## src/rtl/dxc_pkg.sv

```systemverilog
`timescale 1ns/1ps
package dxc_pkg;
  // Address of shadow/readback byte i; the top byte sits in the banked half.
  function automatic logic [3:0] byte_addr(input int i, input int nbytes);
    if (i == nbytes - 1) return 4'hE;
    return 4'(i);
  endfunction

  // Banked addresses (upper half) only decode when bank 0 is selected.
  function automatic logic addr_banked(input logic [3:0] a);
    return a[3];
  endfunction
endpackage

```

## src/rtl/dxc_decode.sv

```systemverilog
`timescale 1ns/1ps
module dxc_decode #(
  parameter int NBYTES = 3
) (
  input  logic              sel_n,
  input  logic              rd_n,
  input  logic              wr_n,
  input  logic [3:0]        addr,
  input  logic              bank,
  output logic [NBYTES-1:0] wr_en,
  output logic [NBYTES-1:0] rd_en
);
  import dxc_pkg::*;

  logic access;
  assign access = ~sel_n;

  for (genvar i = 0; i < NBYTES; i++) begin : g_byte
    logic hit;
    always_comb begin
      hit = (addr == byte_addr(i, NBYTES));
      if (addr_banked(addr) && bank) hit = 1'b0;
    end
    assign wr_en[i] = access & ~wr_n & hit;
    assign rd_en[i] = access & ~rd_n & hit;
  end
endmodule

```

## src/rtl/dxc_shadow.sv

```systemverilog
`timescale 1ns/1ps
module dxc_shadow #(
  parameter int BYTE_W = 8,
  parameter int NBYTES = 3,
  localparam int W = BYTE_W * NBYTES
) (
  input  logic              clk,
  input  logic [NBYTES-1:0] wr_en,
  input  logic [BYTE_W-1:0] wdata,
  output logic [W-1:0]      value
);
  // No reset on purpose: the count survives any reset.
  for (genvar i = 0; i < NBYTES; i++) begin : g_byte
    logic [BYTE_W-1:0] q;
    always_ff @(posedge clk) begin
      if (wr_en[i]) q <= wdata;
    end
    assign value[i*BYTE_W +: BYTE_W] = q;
  end
endmodule

```

## src/rtl/dxc_work_counter.sv

```systemverilog
`timescale 1ns/1ps
module dxc_work_counter #(
  parameter int W       = 24,
  parameter int SHORT_W = 16
) (
  input  logic         clk,
  input  logic         rst_n,
  input  logic [W-1:0] shadow,
  input  logic         long_mode,
  input  logic         start,
  input  logic         step,
  output logic [W:0]   cnt,
  output logic         tc
);
  logic [W:0] cnt_q, cnt_d, load_val;
  logic       at_zero;

  assign at_zero = (cnt_q == '0);

  always_comb begin
    if (long_mode) begin
      if (shadow == '0) load_val = (W+1)'(1) << W;
      else              load_val = {1'b0, shadow};
    end else begin
      if (shadow[SHORT_W-1:0] == '0) load_val = (W+1)'(1) << SHORT_W;
      else                           load_val = (W+1)'(shadow[SHORT_W-1:0]);
    end
  end

  always_comb begin
    cnt_d = cnt_q;
    if (start)                  cnt_d = load_val;
    else if (step && !at_zero)  cnt_d = cnt_q - 1'b1;
  end

  always_ff @(posedge clk or negedge rst_n) begin
    if (!rst_n) cnt_q <= '0;
    else        cnt_q <= cnt_d;
  end

  assign cnt = cnt_q;
  assign tc  = at_zero;
endmodule

```

## src/rtl/dma_xfer_counter.sv

```systemverilog
`timescale 1ns/1ps
module dma_xfer_counter #(
  parameter int BYTE_W = 8,
  parameter int NBYTES = 3
) (
  input  logic              clk,
  input  logic              rst_n,
  input  logic              bus_sel_n,
  input  logic              bus_rd_n,
  input  logic              bus_wr_n,
  input  logic [3:0]        bus_addr,
  input  logic [BYTE_W-1:0] bus_wdata,
  output logic [BYTE_W-1:0] bus_rdata,
  input  logic              bank_sel,
  input  logic              wide_en,
  input  logic              hi_en,
  input  logic              dma_start,
  input  logic              byte_done,
  output logic              tc
);
  localparam int W       = BYTE_W * NBYTES;
  localparam int SHORT_W = 2 * BYTE_W;

  // Reset: asserted asynchronously, released through two flops.
  logic [1:0] rst_pipe;
  logic       rst_q;
  always_ff @(posedge clk or negedge rst_n) begin
    if (!rst_n) rst_pipe <= 2'b00;
    else        rst_pipe <= {rst_pipe[0], 1'b1};
  end
  assign rst_q = rst_pipe[1];

  logic [NBYTES-1:0] wr_en, rd_en;
  logic [W-1:0]      shadow_val;
  logic [W:0]        work_cnt;
  logic              long_mode;

  assign long_mode = wide_en & hi_en;

  dxc_decode #(.NBYTES(NBYTES)) u_dec (
    .sel_n (bus_sel_n),
    .rd_n  (bus_rd_n),
    .wr_n  (bus_wr_n),
    .addr  (bus_addr),
    .bank  (bank_sel),
    .wr_en (wr_en),
    .rd_en (rd_en)
  );

  dxc_shadow #(.BYTE_W(BYTE_W), .NBYTES(NBYTES)) u_shadow (
    .clk   (clk),
    .wr_en (wr_en),
    .wdata (bus_wdata),
    .value (shadow_val)
  );

  dxc_work_counter #(.W(W), .SHORT_W(SHORT_W)) u_cnt (
    .clk       (clk),
    .rst_n     (rst_q),
    .shadow    (shadow_val),
    .long_mode (long_mode),
    .start     (dma_start),
    .step      (byte_done),
    .cnt       (work_cnt),
    .tc        (tc)
  );

  // Readback returns working-count bytes, never the shadow.
  always_comb begin
    bus_rdata = '0;
    for (int i = 0; i < NBYTES; i++) begin
      if (rd_en[i]) bus_rdata = bus_rdata | work_cnt[i*BYTE_W +: BYTE_W];
    end
  end
endmodule

```

## config.mk

```make
export PLATFORM = sky130hd
export DESIGN_NAME = dma_xfer_counter
export DESIGN_NICKNAME = d
export VERILOG_FILES = /design/src/rtl/dxc_pkg.sv /design/src/rtl/dxc_decode.sv /design/src/rtl/dxc_shadow.sv /design/src/rtl/dxc_work_counter.sv /design/src/rtl/dma_xfer_counter.sv
export SDC_FILE = /design/constraint.sdc
export NUM_CORES = 1
export LEC_CHECK = 0
export ABC_AREA = 0
export ABC_CLOCK_PERIOD_IN_PS = 2520
export BUFFER_PORTS_ARGS = -buffer_cell sky130_fd_sc_hd__clkbuf_2
export CELL_PAD_IN_SITES_DETAIL_PLACEMENT = 1
export CELL_PAD_IN_SITES_GLOBAL_PLACEMENT = 1
export CORE_MARGIN = 2
export CORE_UTILIZATION = 45
export DETAILED_ROUTE_END_ITERATION = 16
export PLACE_DENSITY = 0.81
export RECOVER_POWER = 25
export SYNTH_ARGS = -nofsm -noshare
export SYNTH_HDL_FRONTEND = slang
export SYNTH_SLANG_ARGS = --single-unit
```

## constraint.sdc

```tcl
create_clock -name clk -period 2.52 [get_ports clk]
set_clock_uncertainty 0.2 [all_clocks]
set_input_delay 0.378 -clock clk [delete_from_list [all_inputs] [get_ports clk]]
set_output_delay 0.378 -clock clk [all_outputs]
set_load 0.03 [all_outputs]
```

-- Word-level counts from Yosys, hierarchy flattened
Cells that the tools add are included.
- register bits after elaboration: 51
- latch bits: 0
- RAM bits: 0
- bits in read-only memories: 0
- input port bits: 22
- output and inout bits: 9
- word-level logic and storage cells: 41
- memories kept: 0
- $add $sub $neg: 1
- $mul: 0
- div/mod/pow operators: 0
- order comparisons: 0
- equal/unequal tests: 2
- shift-type cells: 0
- muxes and demuxes: 11
- bitwise logic cells: 14
- reduce and logical (&&, ||, !) cells: 8
- operators by type and width (kind ; count):
    two-way mux 25 bit ; 4
    zero test 25 bit ; 1
    subtractor 25 x 1 -> 25 bit (second input constant) ; 1
    zero test 24 bit ; 1
    two-way mux 8 bit ; 3
    two-way mux 17 bit ; 1
    zero test 16 bit ; 1
    OR 8 bit ; 2
    AND 1 bit ; 9
    equality test 4 x 1 -> 1 bit (second input constant) ; 1
    equality test 4 bit (second input constant) ; 1
    zero test 4 bit ; 1
    two-way mux 1 bit ; 3
    inverter 1 bit ; 3
    logical AND 1 bit ; 2
    nonzero test 2 bit ; 1
    zero test 1 bit ; 1

-- Depth between registers and ports, before layout
- word-level depth: 8
- mapped depth: 9
- depth with buffers taken out: 7

-- Hierarchy
From an unflattened synthesis, not the netlist that was laid out.
- cell total of the unflattened synthesis: 254
- area total of the unflattened synthesis: 2631.3 µm²
- modules (own cells, without submodules) (module ; instances ; cells an instance ; area an instance (µm²) ; sequential area each (µm²)):
    dxc_work_counter ; 1 ; 196 ; 1661.6 ; 625.6
    dxc_shadow ; 1 ; 24 ; 720.7 ; 720.7
    dma_xfer_counter ; 1 ; 23 ; 181.4 ; 50.0
    dxc_decode ; 1 ; 11 ; 67.6 ; 0.0

-- Worst setup path before layout
OpenSTA, ideal clock, no wires.
- path type: flip-flop to output port
- start: register u_cnt.cnt_q[5] (netlist: u_cnt.cnt[5])
- end: output tc
- arrival: 2.033 ns
- required time: 1.942 ns
- path slack: -0.091 ns
- cell stages (with the launch flop): 6
- buffers on the path: 2
- cells stage by stage: dfrtp_1 -> buf_6 -> or4_4 -> or4_1 -> buf_2 -> nor2_1
- longest elaborated chain between the ends: 1
- ends and longest elaborated chain (item ; line ; source):
    start: declaration ; dxc_work_counter.sv:15 ; logic [W:0] cnt_q, cnt_d, load_val;
    start signal: assignment ; dxc_work_counter.sv:38 ; else cnt_q <= cnt_d;
    zero test 25 bit ; dxc_work_counter.sv:18 ; assign at_zero = (cnt_q == '0);
    end: declaration ; dma_xfer_counter.sv:19 ; output logic tc
Every way passes these cells.

-- Worst setup path in the final report
- start: register u_cnt.cnt_q[23] (netlist: u_cnt.cnt[23])
- end: output tc
The elaborated chain is that of the path after synthesis.

==> flow_summary.yaml <==
sta:
  min_period_ns: 2.814
  period_share: 1.116
  drv_slew: 0
  worst_pin_slew_ns: 0.5920
  rsz0062_at_grt: "true"
  finalHoldViolCount: 0
  max_freq_ghz: 0.3554
  final-setup-viol-count: 25
  maxSlewHeadroom: 0.6002
  layout_setup_ws_ns: -0.2935
finish:
  finalNetCount: 374
  finish.instance_area_um2: 3547
  final_common_cell: "buf_4"
  final_cell_mix: "buf_4, nand2_1, dfrtp_1"
  area_growth_pct: 28.45
  drive_above_1_share: 0.3171
  fill_cells: 667
  seq_area_um2: 1396
  multi_input_area_um2: 1415
  fin_cells: 425
  antenna_cells: 0
synth:
  syn_area_um2: 2761
  synth_flop_cell: "dfrtp_1"
  yosys_warnings: 0
  synth_seq_cells: 51
  syn-num-nets: 305
  netlist_instances: 281
  synth.distinct_cells: 55
  avgSynthCellArea_um2: 9.827
  synthArstFlopShare: 0.5294
  yosysTopAreaCellShare: 0.2610
  yosys.area.top_type: "edfxtp_1"
  synthTopCellsByArea: "edfxtp_1, dfrtp_1, nand2_1"
  synth_edf_count: 24
  yosysSeqAreaShare: 0.5057
drt:
  firstDrtPassIters: 5
  routedWlPerCell_um: 23.94
  detail_route.vias_per_cell: 6.555
  drcViolationCount: 0
  routed_wl_mm: 10.18
  drt_iter0_markers: 276
  vias: 2786
  drtAntennaViolNets: 0
power:
  vdd_drop_max_mv: 0.3217
  p_leak_nw: 1.406
  pwr_density_cell_nw_per_um2: 563.4
critical_path:
  reg2reg_slack_ns: -0.26
  cp_max_fo: 2
  reg2reg_from: "u_cnt.cnt[23]"
  worstPathRequired_ns: 1.94
  path_class: "register to output pin"
  start_kind: "register"
  r2r-end: "u_cnt.cnt[19]"
  reg2regPathDepth: 7
  slowest_delay_ns: 0.59
  cp.arrival_ns: 2.24
  crit_start: "u_cnt.cnt[23]"
  path_cells: "or4_1 -> or4_4 -> buf_6 -> nor2_4 -> buf_8"
  crit_buf_inv: 2
  crit_path_end_kind: "output pin"
  cp_top_family: "simple AND/OR/NAND/NOR gates"
  cp_slowest_cell: "or4_1"
floorplan:
  start_util: 0.4664
  die-area_um2: 6779
  fp-row-count: 28
  coreArea_um2: 5921
  die_w_um: 82.34
  ios: 31
  die_h_um: 82.34
clocking:
  cts_htree_levels: 2
  cts_sinks: 51
  clk_pin_slew_worst_paths_ns: 0.10
  clock-root-buffer: "clkbuf_8"
  cts_max_path_buffers: 2
  clk_latency_ns: 0.32
  cts_made_buffers: 5
  cts_tree: "done"
grt:
  grt_first_pass_wirelength_mm: 14.49
  grt_antenna_before_repair: 0
  grt.total_usage: 0.2976
  grt_max_degree: 26
  grt_remaining_overflow: 0
  grt_pass1_vias: 2686
placed_design:
  placed_cell_area_um2: 3204
  io_buffers: 30
  gp_congestion: 0.8851
  hpwl_mm: 6.560
  dp_cells: 407
flow_run:
  cap_violations: 0
min_path:
  hold_class: "register to async pin"
status:
  failed_checks: "negative setup slack"
  status: "complete, but fails checks"
-- power breakdown --
group	internal, mW	switching (mW)	leakage, nW
Clock	0.291	0.290	0.0502
Combinational	0.185	0.270	0.798
Sequential	0.914	0.0480	0.558
-- how the worst max path moves through the flow --
| stage | end | cells after the start |
|---|---|---|
| floorplan | u_cnt.cnt[3] | 8 |
| global placement | u_cnt.cnt[3] | 5 |
| detailed placement | u_cnt.cnt[3] | 5 |
| CTS | tc | 7 |
| global route | tc | 5 |
| finish | tc | 5 |
-- final cells by class --
cell class | count | area share
clock inverters | 2 | 0.01058
flip-flops and latches | 51 | 0.3937
well taps | 75 | 0.02646
inverters | 10 | 0.01058
repair buffers | 75 | 0.1404
clock buffers | 5 | 0.01940
multi-input cells | 207 | 0.3989
-- state kept, by name (all words and copies together), names as in the netlist --
signal             flops
u_shadow.g_byte.q     24
rst_pipe               2
u_cnt.cnt             25
-- metal layers --
metal | part of all wire | up-vias | global-route usage
met1 | 0.39 | 1372 | 0.3638
met2 | 0.50 | 160 | 0.5145
met3 | 0.079 | 40 | 0.06413
met5 | 0 | - | 0
li1 | - | 1214 | -
met4 | 0.034 | 0 | 0.1100
-- per-stage QoR --
stage / TNS (ns) / setup WS, ns / util / power [mW] / hold WS (ns)
after CTS: -2.640 / -0.2768 / 0.5773 / 1.942 / 0.06122
after floorplan: -0.07169 / -0.01655 / - / 1.184 / -0.1176
after global routing: -5.175 / -0.3325 / 0.5991 / 2.059 / 0.08899
final: -3.895 / -0.2935 / 0.5991 / 1.998 / 0.04340
after global placement: -1.724 / -0.1176 / 0.5412 / 1.332 / -0.03601
after detailed placement: -2.862 / -0.1804 / 0.5412 / 1.346 / -0.03295
-- kinds of logic (layout without fill, tap and decap cells) --
kind of cell,after synthesis,count (layout),synth area share
mux,8,8,0.02900
buf+inv,25,92,0.04033
simple gates,114,115,0.2175
other cells,1,1,0.001358
compound gates,75,76,0.1812
xor+xnor,5,5,0.01586
flops,51,51,0.5057
fa+ha+maj,2,2,0.009061
-- what timing repair did --
item | 4_1_cts | 5_1_grt
hold endpoints to repair | 2 | 0
gates resized for setup | 21 | 25
pin swaps | 5 | 10
setup buffers | 4 | 4
hold buffers | 1 | 0
endpoints found under the setup margin | 23 | 26
cloned | 1 | 1
-- cells in the mapped netlist, types with 2 or more instances --
library cell,n
buf_2,2
buf_6,2
xor2_1,2
nand2_1,30
mux2i_1,8
nor2b_1,2
or3_1,4
a211oi_1,2
o41ai_1,3
a211o_1,2
ha_1,2
nor2_1,18
inv_1,10
o32ai_1,4
a22oi_1,6
or2_2,4
and3_1,3
a32oi_1,2
o21ai_0,18
o21bai_1,2
nor3_1,12
nor4_1,18
dfrtp_1,27
edfxtp_1,24
a21o_1,3
clkbuf_1,11
nand3_1,5
nand4_1,4
a31oi_1,5
xnor2_1,3
a21oi_1,14
or4_1,6
(Power assumes the default switching activity.)
